--- src/rtl/awd_pkg.sv ---
// Shared constants for the address window decoder: register layout inside a
// window slot, field positions and the fixed size of window 0.
package awd_pkg;
    localparam int UNIT_SHIFT  = 20;   // 1 MB granularity
    localparam int SLOT_LG     = 5;    // 0x20 bytes per window
    localparam int FIELD_LSB   = 4;    // address field position in base/end words
    localparam int TGT_LSB     = 8;    // destination code position in control word
    localparam int TGT_W       = 4;
    localparam int SEC_W       = 4;
    localparam int WIN0_UNITS  = 16;   // 16 MB fixed span of window 0

    localparam logic [2:0] OFS_CTRL = 3'd0;
    localparam logic [2:0] OFS_SEC  = 3'd1;
    localparam logic [2:0] OFS_LOW  = 3'd2;
    localparam logic [2:0] OFS_HIGH = 3'd3;

    // Security bit that guards a request kind: control write 0, control read 1,
    // ordinary write 2, ordinary read 3.
    function automatic logic [1:0] sec_sel(input logic is_ctrl, input logic is_write);
        return {~is_ctrl, ~is_write};
    endfunction
endpackage

--- src/rtl/awd_regs.sv ---
// Window register bank. Holds enable, destination, security bits, base and
// end for every window, and serves a combinational read of the addressed word.
// Assumes NUM_WIN >= 2 and UNIT_W + 4 <= 32.
module awd_regs
    import awd_pkg::*;
#(
    parameter int NUM_WIN       = 16,
    parameter int UNIT_W        = 20,
    parameter int RESET_BASE_MB = 0,
    parameter int REG_AW        = 9
) (
    input  logic                           clk,
    input  logic                           rst_n,
    input  logic                           reg_we,
    input  logic [REG_AW-1:0]              reg_addr,
    input  logic [31:0]                    reg_wdata,
    output logic [31:0]                    reg_rdata,
    output logic [NUM_WIN-1:0]             win_en,
    output logic [NUM_WIN-1:0][TGT_W-1:0]  win_tgt,
    output logic [NUM_WIN-1:0][SEC_W-1:0]  win_sec,
    output logic [NUM_WIN-1:0][UNIT_W-1:0] win_base,
    output logic [NUM_WIN-1:0][UNIT_W-1:0] win_lim
);
    localparam int IDX_W = REG_AW - SLOT_LG;
    localparam logic [UNIT_W-1:0] RST_BASE = UNIT_W'(RESET_BASE_MB);

    logic [IDX_W-1:0] sel_win;
    logic [2:0]       sel_ofs;
    logic             win_ok;
    logic             unused_bits;

    assign sel_win     = reg_addr[REG_AW-1:SLOT_LG];
    assign sel_ofs     = reg_addr[4:2];
    assign win_ok      = int'(sel_win) < NUM_WIN;
    assign unused_bits = ^{reg_addr[1:0], reg_wdata};

    // Reset the map and apply register writes to the addressed window.
    always_ff @(posedge clk) begin
        if (!rst_n) begin
            for (int i = 0; i < NUM_WIN; i++) begin
                win_en[i]   <= (i == 0);
                win_tgt[i]  <= '0;
                win_sec[i]  <= '0;
                win_base[i] <= (i == 0) ? RST_BASE : '0;
                win_lim[i]  <= '0;
            end
        end else if (reg_we && win_ok) begin
            case (sel_ofs)
                OFS_CTRL: begin
                    if (sel_win != '0) win_en[sel_win] <= reg_wdata[0];
                    win_tgt[sel_win] <= reg_wdata[TGT_LSB +: TGT_W];
                end
                OFS_SEC:  win_sec[sel_win]  <= reg_wdata[SEC_W-1:0];
                OFS_LOW:  win_base[sel_win] <= reg_wdata[FIELD_LSB +: UNIT_W];
                OFS_HIGH: win_lim[sel_win]  <= reg_wdata[FIELD_LSB +: UNIT_W];
                default:  ;
            endcase
        end
    end

    // Assemble the addressed word with all unused bits at zero.
    always_comb begin
        reg_rdata = '0;
        if (win_ok) begin
            case (sel_ofs)
                OFS_CTRL: begin
                    reg_rdata[0]                = win_en[sel_win];
                    reg_rdata[TGT_LSB +: TGT_W] = win_tgt[sel_win];
                end
                OFS_SEC:  reg_rdata[SEC_W-1:0]            = win_sec[sel_win];
                OFS_LOW:  reg_rdata[FIELD_LSB +: UNIT_W]  = win_base[sel_win];
                OFS_HIGH: reg_rdata[FIELD_LSB +: UNIT_W]  = win_lim[sel_win];
                default:  reg_rdata = '0;
            endcase
        end
    end
endmodule

--- src/rtl/awd_match.sv ---
// One window comparator. Decides whether a request unit falls inside the
// window and is allowed by its security bits. FIXED_SIZE selects the 16-unit
// span from the base and ignores the end bound (window 0).
module awd_match
    import awd_pkg::*;
#(
    parameter int UNIT_W     = 20,
    parameter bit FIXED_SIZE = 1'b0
) (
    input  logic [UNIT_W-1:0] req_unit,
    input  logic              req_ctrl,
    input  logic              req_write,
    input  logic              req_secure,
    input  logic              en,
    input  logic [SEC_W-1:0]  sec,
    input  logic [UNIT_W-1:0] base,
    input  logic [UNIT_W-1:0] lim,
    output logic              accept
);
    logic in_range;
    logic blocked;

    generate
        if (FIXED_SIZE) begin : g_fixed
            logic [UNIT_W:0] span_end;
            logic            unused_lim;
            assign unused_lim = ^lim;
            // Span end one past the last unit, one bit wider to survive wraparound.
            always_comb span_end = {1'b0, base} + (UNIT_W+1)'(WIN0_UNITS);
            // Half-open compare against the fixed span.
            always_comb in_range = (req_unit >= base) && ({1'b0, req_unit} < span_end);
        end else begin : g_prog
            // Inclusive compare against the programmed bounds.
            always_comb in_range = (req_unit >= base) && (req_unit <= lim);
        end
    endgenerate

    // Refuse non-secure traffic of a guarded kind.
    always_comb blocked = sec[sec_sel(req_ctrl, req_write)] & ~req_secure;

    // Final acceptance.
    always_comb accept = en & in_range & ~blocked;
endmodule

--- src/rtl/awd_pick.sv ---
// Priority selector. Picks the lowest-numbered accepting window and returns
// its number and destination; outputs zero when no window accepts.
module awd_pick
    import awd_pkg::*;
#(
    parameter int NUM_WIN = 16,
    parameter int IDX_W   = 4
) (
    input  logic [NUM_WIN-1:0]            accept,
    input  logic [NUM_WIN-1:0][TGT_W-1:0] tgt,
    output logic                          any,
    output logic [IDX_W-1:0]              idx,
    output logic [TGT_W-1:0]              target
);
    // Scan from the top so the lowest accepting window is written last.
    always_comb begin
        any    = 1'b0;
        idx    = '0;
        target = '0;
        for (int i = NUM_WIN-1; i >= 0; i--) begin
            if (accept[i]) begin
                any    = 1'b1;
                idx    = IDX_W'(i);
                target = tgt[i];
            end
        end
    end
endmodule

--- src/rtl/addr_window_router.sv ---
// Programmable address window decoder top. Register bank, one comparator per
// window, and a priority selector. Request path is combinational; register
// writes take effect on the next clock. Assumes 24 <= ADDR_W <= 48.
module addr_window_router
    import awd_pkg::*;
#(
    parameter int NUM_WIN       = 16,
    parameter int ADDR_W        = 40,
    parameter int RESET_BASE_MB = 0
) (
    input  logic                         clk,
    input  logic                         rst_n,
    input  logic                         reg_we,
    input  logic [$clog2(NUM_WIN)+4:0]   reg_addr,
    input  logic [31:0]                  reg_wdata,
    output logic [31:0]                  reg_rdata,
    input  logic [ADDR_W-1:0]            req_addr,
    input  logic                         req_ctrl,
    input  logic                         req_write,
    input  logic                         req_secure,
    output logic                         hit,
    output logic [3:0]                   target,
    output logic [$clog2(NUM_WIN)-1:0]   win_idx
);
    localparam int IDX_W  = $clog2(NUM_WIN);
    localparam int REG_AW = IDX_W + SLOT_LG;
    localparam int UNIT_W = ADDR_W - UNIT_SHIFT;

    logic [NUM_WIN-1:0]             win_en;
    logic [NUM_WIN-1:0][TGT_W-1:0]  win_tgt;
    logic [NUM_WIN-1:0][SEC_W-1:0]  win_sec;
    logic [NUM_WIN-1:0][UNIT_W-1:0] win_base;
    logic [NUM_WIN-1:0][UNIT_W-1:0] win_lim;
    logic [NUM_WIN-1:0]             accept;
    logic [UNIT_W-1:0]              req_unit;
    logic                           unused_low;

    assign req_unit   = req_addr[ADDR_W-1:UNIT_SHIFT];
    assign unused_low = ^req_addr[UNIT_SHIFT-1:0];

    awd_regs #(
        .NUM_WIN(NUM_WIN), .UNIT_W(UNIT_W),
        .RESET_BASE_MB(RESET_BASE_MB), .REG_AW(REG_AW)
    ) u_regs (
        .clk(clk), .rst_n(rst_n),
        .reg_we(reg_we), .reg_addr(reg_addr),
        .reg_wdata(reg_wdata), .reg_rdata(reg_rdata),
        .win_en(win_en), .win_tgt(win_tgt), .win_sec(win_sec),
        .win_base(win_base), .win_lim(win_lim)
    );

    for (genvar i = 0; i < NUM_WIN; i++) begin : g_win
        awd_match #(.UNIT_W(UNIT_W), .FIXED_SIZE(i == 0)) u_match (
            .req_unit(req_unit), .req_ctrl(req_ctrl),
            .req_write(req_write), .req_secure(req_secure),
            .en(win_en[i]), .sec(win_sec[i]),
            .base(win_base[i]), .lim(win_lim[i]),
            .accept(accept[i])
        );
    end

    awd_pick #(.NUM_WIN(NUM_WIN), .IDX_W(IDX_W)) u_pick (
        .accept(accept), .tgt(win_tgt),
        .any(hit), .idx(win_idx), .target(target)
    );
endmodule

--- config.mk ---
export PLATFORM = sky130hd
export DESIGN_NAME = addr_window_router
export DESIGN_NICKNAME = d
export VERILOG_FILES = /design/src/rtl/awd_pkg.sv /design/src/rtl/awd_regs.sv /design/src/rtl/awd_match.sv /design/src/rtl/awd_pick.sv /design/src/rtl/addr_window_router.sv
export SDC_FILE = /design/constraint.sdc
export NUM_CORES = 2
export LEC_CHECK = 0
export BUFFER_PORTS_ARGS = -buffer_cell sky130_fd_sc_hd__buf_2
export CAP_MARGIN = 20
export CORE_MARGIN = 2
export CORE_UTILIZATION = 60
export DETAILED_ROUTE_END_ITERATION = 8
export GPL_TIMING_DRIVEN = 0
export PLACE_DENSITY_LB_ADDON = 0.05
export SLEW_MARGIN = 10
export SYNTH_ARGS = -nofsm -noshare
export SYNTH_HDL_FRONTEND = slang
export SYNTH_SLANG_ARGS = --single-unit
--- constraint.sdc ---
create_clock -name clk -period 5.3 [get_ports clk]
set_input_delay 0.795 -clock clk [delete_from_list [all_inputs] [get_ports clk]]
set_output_delay 0.795 -clock clk [all_outputs]
set_load 0.05 [all_outputs]
; ---- Yosys cells after proc, flatten, opt, wreduce, memory -nomap -nowiden
; Index checks and enable logic that the tools add are counted.
[classes]
add_sub_neg = 1
mux = 106
n_bitwise = 67
reduce_logical = 24
eq_ne = 3
magnitude_cmp = 35
[ops]
columns = cell, count
row1 = bitwise mux 320 bit, 2
row2 = greater-or-equal comparator 20 bit, 16
row3 = <= comparator 20 bit, 15
row4 = binary-select mux 20 bit (select 4 bit), 2
row5 = 2-to-1 mux 4 bit, 35
row6 = bitwise mux 64 bit, 2
row7 = demux 20 bit (select 4 bit), 1
row8 = 2-to-1 mux 20 bit, 3
row9 = AND 1 bit, 48
row10 = 2-to-1 mux 1 bit, 34
row11 = binary-select mux 1 bit (select 2 bit), 16
row12 = binary-select mux 4 bit (select 4 bit), 2
row13 = case mux 12 bit (2 select lines), 1
row14 = "adder 20 x 5 -> 21 bit, second input constant", 1
row15 = less-than comparator 20 x 21 -> 1 bit, 1
row16 = inverter 1 bit, 19
row17 = logical AND 1 bit, 17
row18 = bitwise mux 16 bit, 1
row19 = demux 4 bit (select 4 bit), 1
row20 = case mux 4 bit (3 select lines), 1
row21 = case mux 4 bit (2 select lines), 1
row22 = AND reduction 2 bit, 4
row23 = "equality test 3 x 2 -> 1 bit, second input constant", 2
row24 = "less-than comparator 4 x 5 -> 1 bit, second input constant", 1
row25 = 10 further kinds, 10
[word_totals]
in_bits = 87
wordCells = 301
ff_bits = 784
out_inout_bits = 41

; ---- Depth between registers and ports, before layout
[depth]
depth_word = 22
mapped_depth = 17
mapped_depth_nobuf = 16

; ---- Hierarchy
; A second synthesis with hierarchy kept.
[unflattened]
cells_unflattened = 6297
hier_area_um2 = 53294.9
[modules_own_cells]
columns = module, cells_each, area_each_um2, instances, seq_area_each_um2
row1 = awd_regs, 3967, 35913.2, 1, 15695.1
row2 = awd_match (g_win[10].u_match ...), 138, 1036.0, 14, 0.0
row3 = awd_match (g_win[0].u_match), 147, 1157.4, 1, 0.0
row4 = awd_match (g_win[4].u_match), 140, 1032.2, 1, 0.0
row5 = awd_pick, 111, 688.2, 1, 0.0

; ---- Least setup slack after synthesis
; Ideal clock, no wire load.
[synth_path]
kind = input to output
start = input req_addr[20]
end = output target[2]
path_buffers = 0
path_slack_ns = -0.274
required_time_ns = 4.505
path_stages = 12
arrival_time_ns = 4.779
path_cell_list = inv_1 > ha_1 > nand2b_4 > a2111oi_4 > a2111oi_1 > or4_1 > o21a_1 > a211oi_4 > a221oi_1 > o21bai_1 > a32o_1 > a211oi_1
[synth_via]
elab_chain_len = 20
elab_cells_between_ends = 96
cone_classes = 32 x order compare / 16 x mux / 32 x bitwise / 16 x reduce/logical
[synth_rtl]
columns = item, line
row1 = "start, declared", addr_window_router.sv:17  ; input logic [ADDR_W-1:0] req_addr,
row2 = greater-or-equal comparator 20 bit / <= comparator 20 bit (equally long branches), awd_match.sv:34  ; always_comb in_range = (req_unit >= base) && (req_unit <= lim);
row3 = logical AND 1 bit, awd_match.sv:34
row4 = AND 1 bit (2 in series), awd_match.sv:42  ; always_comb accept = en & in_range & ~blocked;
row5 = 2-to-1 mux 4 bit (15 in series), awd_pick.sv:21  ; if (accept[i]) begin
row6 = 2-to-1 mux 4 bit (*), awd_pick.sv:21
row7 = "end, declared", addr_window_router.sv:22  ; output logic [3:0] target,
; Mark *: on every way between the ends. The rest lies on a longest branch, timed or not.

; ---- Final worst setup path
[layout_path]
start = input reg_addr[6]
end = output reg_rdata[6]
[layout_via]
elab_chain_len = 3
elab_cells_between_ends = 5
cone_classes = 5 x mux
[layout_rtl]
columns = item, line
row1 = "start, declared", addr_window_router.sv:14  ; input logic [$clog2(NUM_WIN)+4:0] reg_addr,
row2 = binary-select mux 20 bit (select 4 bit) (on tied branches), "awd_regs.sv:72, awd_regs.sv:71"
row3 = 2-to-1 mux 20 bit (on tied branches), "awd_regs.sv:72, awd_regs.sv:71"
row4 = case mux 4 bit (2 select lines) (*), awd_regs.sv:65  ; case (sel_ofs)
row5 = "end, declared", addr_window_router.sv:16  ; output logic [31:0] reg_rdata,
; Mark *: on every way between the ends. The rest lies on a longest branch, timed or not. The select of a mux whose other input is x is not followed.

==> out/results.ini <==
[outcome]
result_of_the_run=complete, but fails checks
violations=setup timing

[drt]
route.final.wire_length_um=230000
vias_per_cell=6.54
vias_after_detailed_routing=51200
detail_route.wl_per_cell_um=29.4
initialDrtViolationCount=7463
drt_first_pass_iters=7
post-route-drc-count=0
antenna_violating_nets_post_route=0

[global_routing]
grt_usage_pct=49.7
grt_antenna_before_repair=20
gr-usage-met1_pct=63.4
largest_net_degree_at_the_start_of_global_routing=33
overflow=0
grt_met2_use_pct=70.1
grt_pass1_vias=47700
gr-max-usage-layer=met2
wire_length_of_the_first_global_routing_pass_um=325000
global_route.usage.met3_pct=18.4

[clocking]
htree_levels=3
clock_insertion_delay_worst_skew_ps=690
cts.path.max_buffers=3
clockRootBuffer=clkbuf_16
tritoncts=done
cts_made_buffers=90
clock_pin_slew_of_the_registers_on_the_worst_case_setup_and_hold_paths_ps=50
clock_sinks=784

[sta]
timing_hold_violations_final=0
min_period_ps=5430
layout_setup_ws_ps=-130
min_period_over_period_pct=102
setup-violations-final=5
headroom_to_the_max_slew_limit_pct=13.5
worst-slew-pin-transition_ps=1300
achievable-frequency_mhz=184
finalMaxSlewViolations=0
final.setup_skew_ps=0
rsz0062_at_grt=yes
finalHoldWorstSlack_ps=443

[pwr]
static-leakage-power_nw=19.8
switching_share_pct=28.2
p_int_mw=10.1
netSwitchingPower_mw=3.98
power.combinational.fraction_pct=13.0
clock_power_share_pct=45.0
power_density_nw_per_um2=239
vdd_ir_drop_max_mv=0.265
power.sequential.fraction_pct=41.9

[synth]
synthesis.yosys.warnings=0
synth-seq-cells=784
synth-edff-count=0
synth_seq_area_share_pct=29.5
synthesis.instances=6380
synthDistinctLibCells=77
ys_dominant_reg_cell=dfxtp_1
synth.cell_area_um2=53200
synthesized_area_per_cell_um2=8.34
async_reset_ff_share_pct=0

[placement]
place.gp.congestion=1.06
dpl-instance-area_um2=55400
portBuffers=73
dp_hpwl_um=172000

[flow_run]
max-cap-violations=0

[final_layout]
areaGrowthSynthToFinish_pct=11.3
layout.cells.most_common=nand2_1
layout_common_cells=nand2_1, dfxtp_1, a21boi_0
post-route-cell-area_um2=59200
drive_gt1_share_pct=9.36
layout.nets=7316

[worst_setup_path]
worst_ep_arrival_time_ps=4640
worst_setup_path_start_kind=input port
start_to_end_type_of_the_worst_setup_path=in2out
worst_ep_required_time_ps=4510
path_max_fanout=10
worst_setup_path_end_kind=output port

[die]
fp.dieW_um=302
core_region_area_um2=88100
top_level_ports=128
std_cell_rows=109
fp.dieH_um=302
die_area_um2=91100
starting_density_pct=60.4

[hold_path]
timing.hold.worst.class=in2reg

sequential cells by signal, indices dropped and copies added (netlist names):
| register | flops |
|---|---|
| u_regs.win_base | 320 |
| u_regs.win_lim | 320 |
| u_regs.win_tgt | 64 |
| u_regs.win_en | 16 |
| u_regs.win_sec | 64 |
layer usage:
layer  wire length [um]  vias up  part of all wire, %
li1                   -    22400                    -
met4              18400       18                  8.0
met3              35500      868                   15
met2              92400     3620                   40
met5                133        -                0.058
met1              83900    24300                   36
synth_stat cells (all sizes together) (12+ instances only):
master	instances	area, um2
dfxtp	784	15700
and3	15	93.8
o2111ai	18	158
nor2	119	447
nand2b	25	164
a221oi	14	129
a21o	68	510
inv	651	2440
xnor2	14	123
o22ai	25	156
nand2	1604	6020
a2111oi	12	125
and2	13	81.3
o21a	26	195
nor2b	60	375
nor3	31	155
ha	637	7970
o211ai	21	158
a211oi	36	293
buf	39	195
o21ai	127	636
a21boi	771	5790
nand3	173	866
clkbuf	369	1390
mux2i	30	300
a31oi	14	87.6
and4	29	254
mux4	261	5880
a21oi	190	955
nand4	73	457
cell type report:
cell class,instances,area (um2)
diodes,10,25.0
plain buffers,404,1610
clock buffers,141,2680
clock inverters,17,195
fillers,7461,28900
inverters,651,2460
multi-input cells,4545,33900
flip-flops and latches,784,15700
well taps,1165,1460
repair buffers,116,1140
what timing repair did:
item / in CTS / in global routing
hold buffers: 0 / 0
gates cloned: 1 / 1
pin swaps: 5 / 21
setup buffers: 4 / 9
endpoints found under the setup margin: 21 / 18
resized for setup: 100 / 64
power by group through the flow:
| stage | Clock, mW | Sequential [mW] | Combinational [mW] |
|---|---|---|---|
| floorplan | 0 | 6.04 | 0.935 |
| global placement | 0 | 6.05 | 1.62 |
| detailed placement | 0 | 6.05 | 1.68 |
| CTS | 6.29 | 5.92 | 1.72 |
| global route | 6.53 | 5.92 | 1.92 |
| finish | 6.36 | 5.92 | 1.84 |
path summary, 6_finish.rpt:
path | cells after the start | slack, ps | from | to
setup / recovery | 8 | -130 | reg_addr[6] | reg_rdata[6]
hold / removal | 3 | 440 | reg_wdata[15] | u_regs.win_base[271]
setup reg to reg | 2 | 4300 | u_regs.win_base[13] | u_regs.win_base[13]
hold reg to reg | 2 | 460 | u_regs.win_lim[13] | u_regs.win_lim[13]
cell families (layout without fill, tap and decap cells):
kind of cell | count (synthesis) | in the layout | synth area share (%)
adders and majority gates | 637 | 637 | 15.0
DFF | 784 | 784 | 29.5
xor gates and xnor gates | 14 | 14 | 0.231
other | 1 | 18 | 0.00705
buffers and inverters | 1059 | 1329 | 7.56
and+or+nand+nor | 2189 | 2190 | 17.4
muxes | 297 | 297 | 11.7
AOI/OAI and AO/OA | 1399 | 1399 | 18.6
critical path: stages:
cell and delay [ps]:
buf_2 350, buf_2 670, buf_1 920, mux4_2 510, mux4_2 290, inv_1 50, o22ai_1 630, buf_2 400
stage by stage:
| stage | TNS, ps | power (mW) | util [%] | setup WS (ps) | instances |
|---|---|---|---|---|---|
| finish | -366 | 14.1 | 67.2 | -130 | 7833 |
| global route | -51.2 | 14.4 | 67.2 | -48.5 | 7823 |
| CTS | 0 | 13.9 | 66.7 | 4.76 | 7810 |
| detailed placement | -10020 | 7.73 | 62.9 | -1390 | 7649 |
| global placement | -24370 | 7.67 | 62.5 | -2380 | 7625 |
| floorplan | 0 | 6.98 | - | 107 | 6387 |
Note: power is estimated with default switching activity, not from simulation.
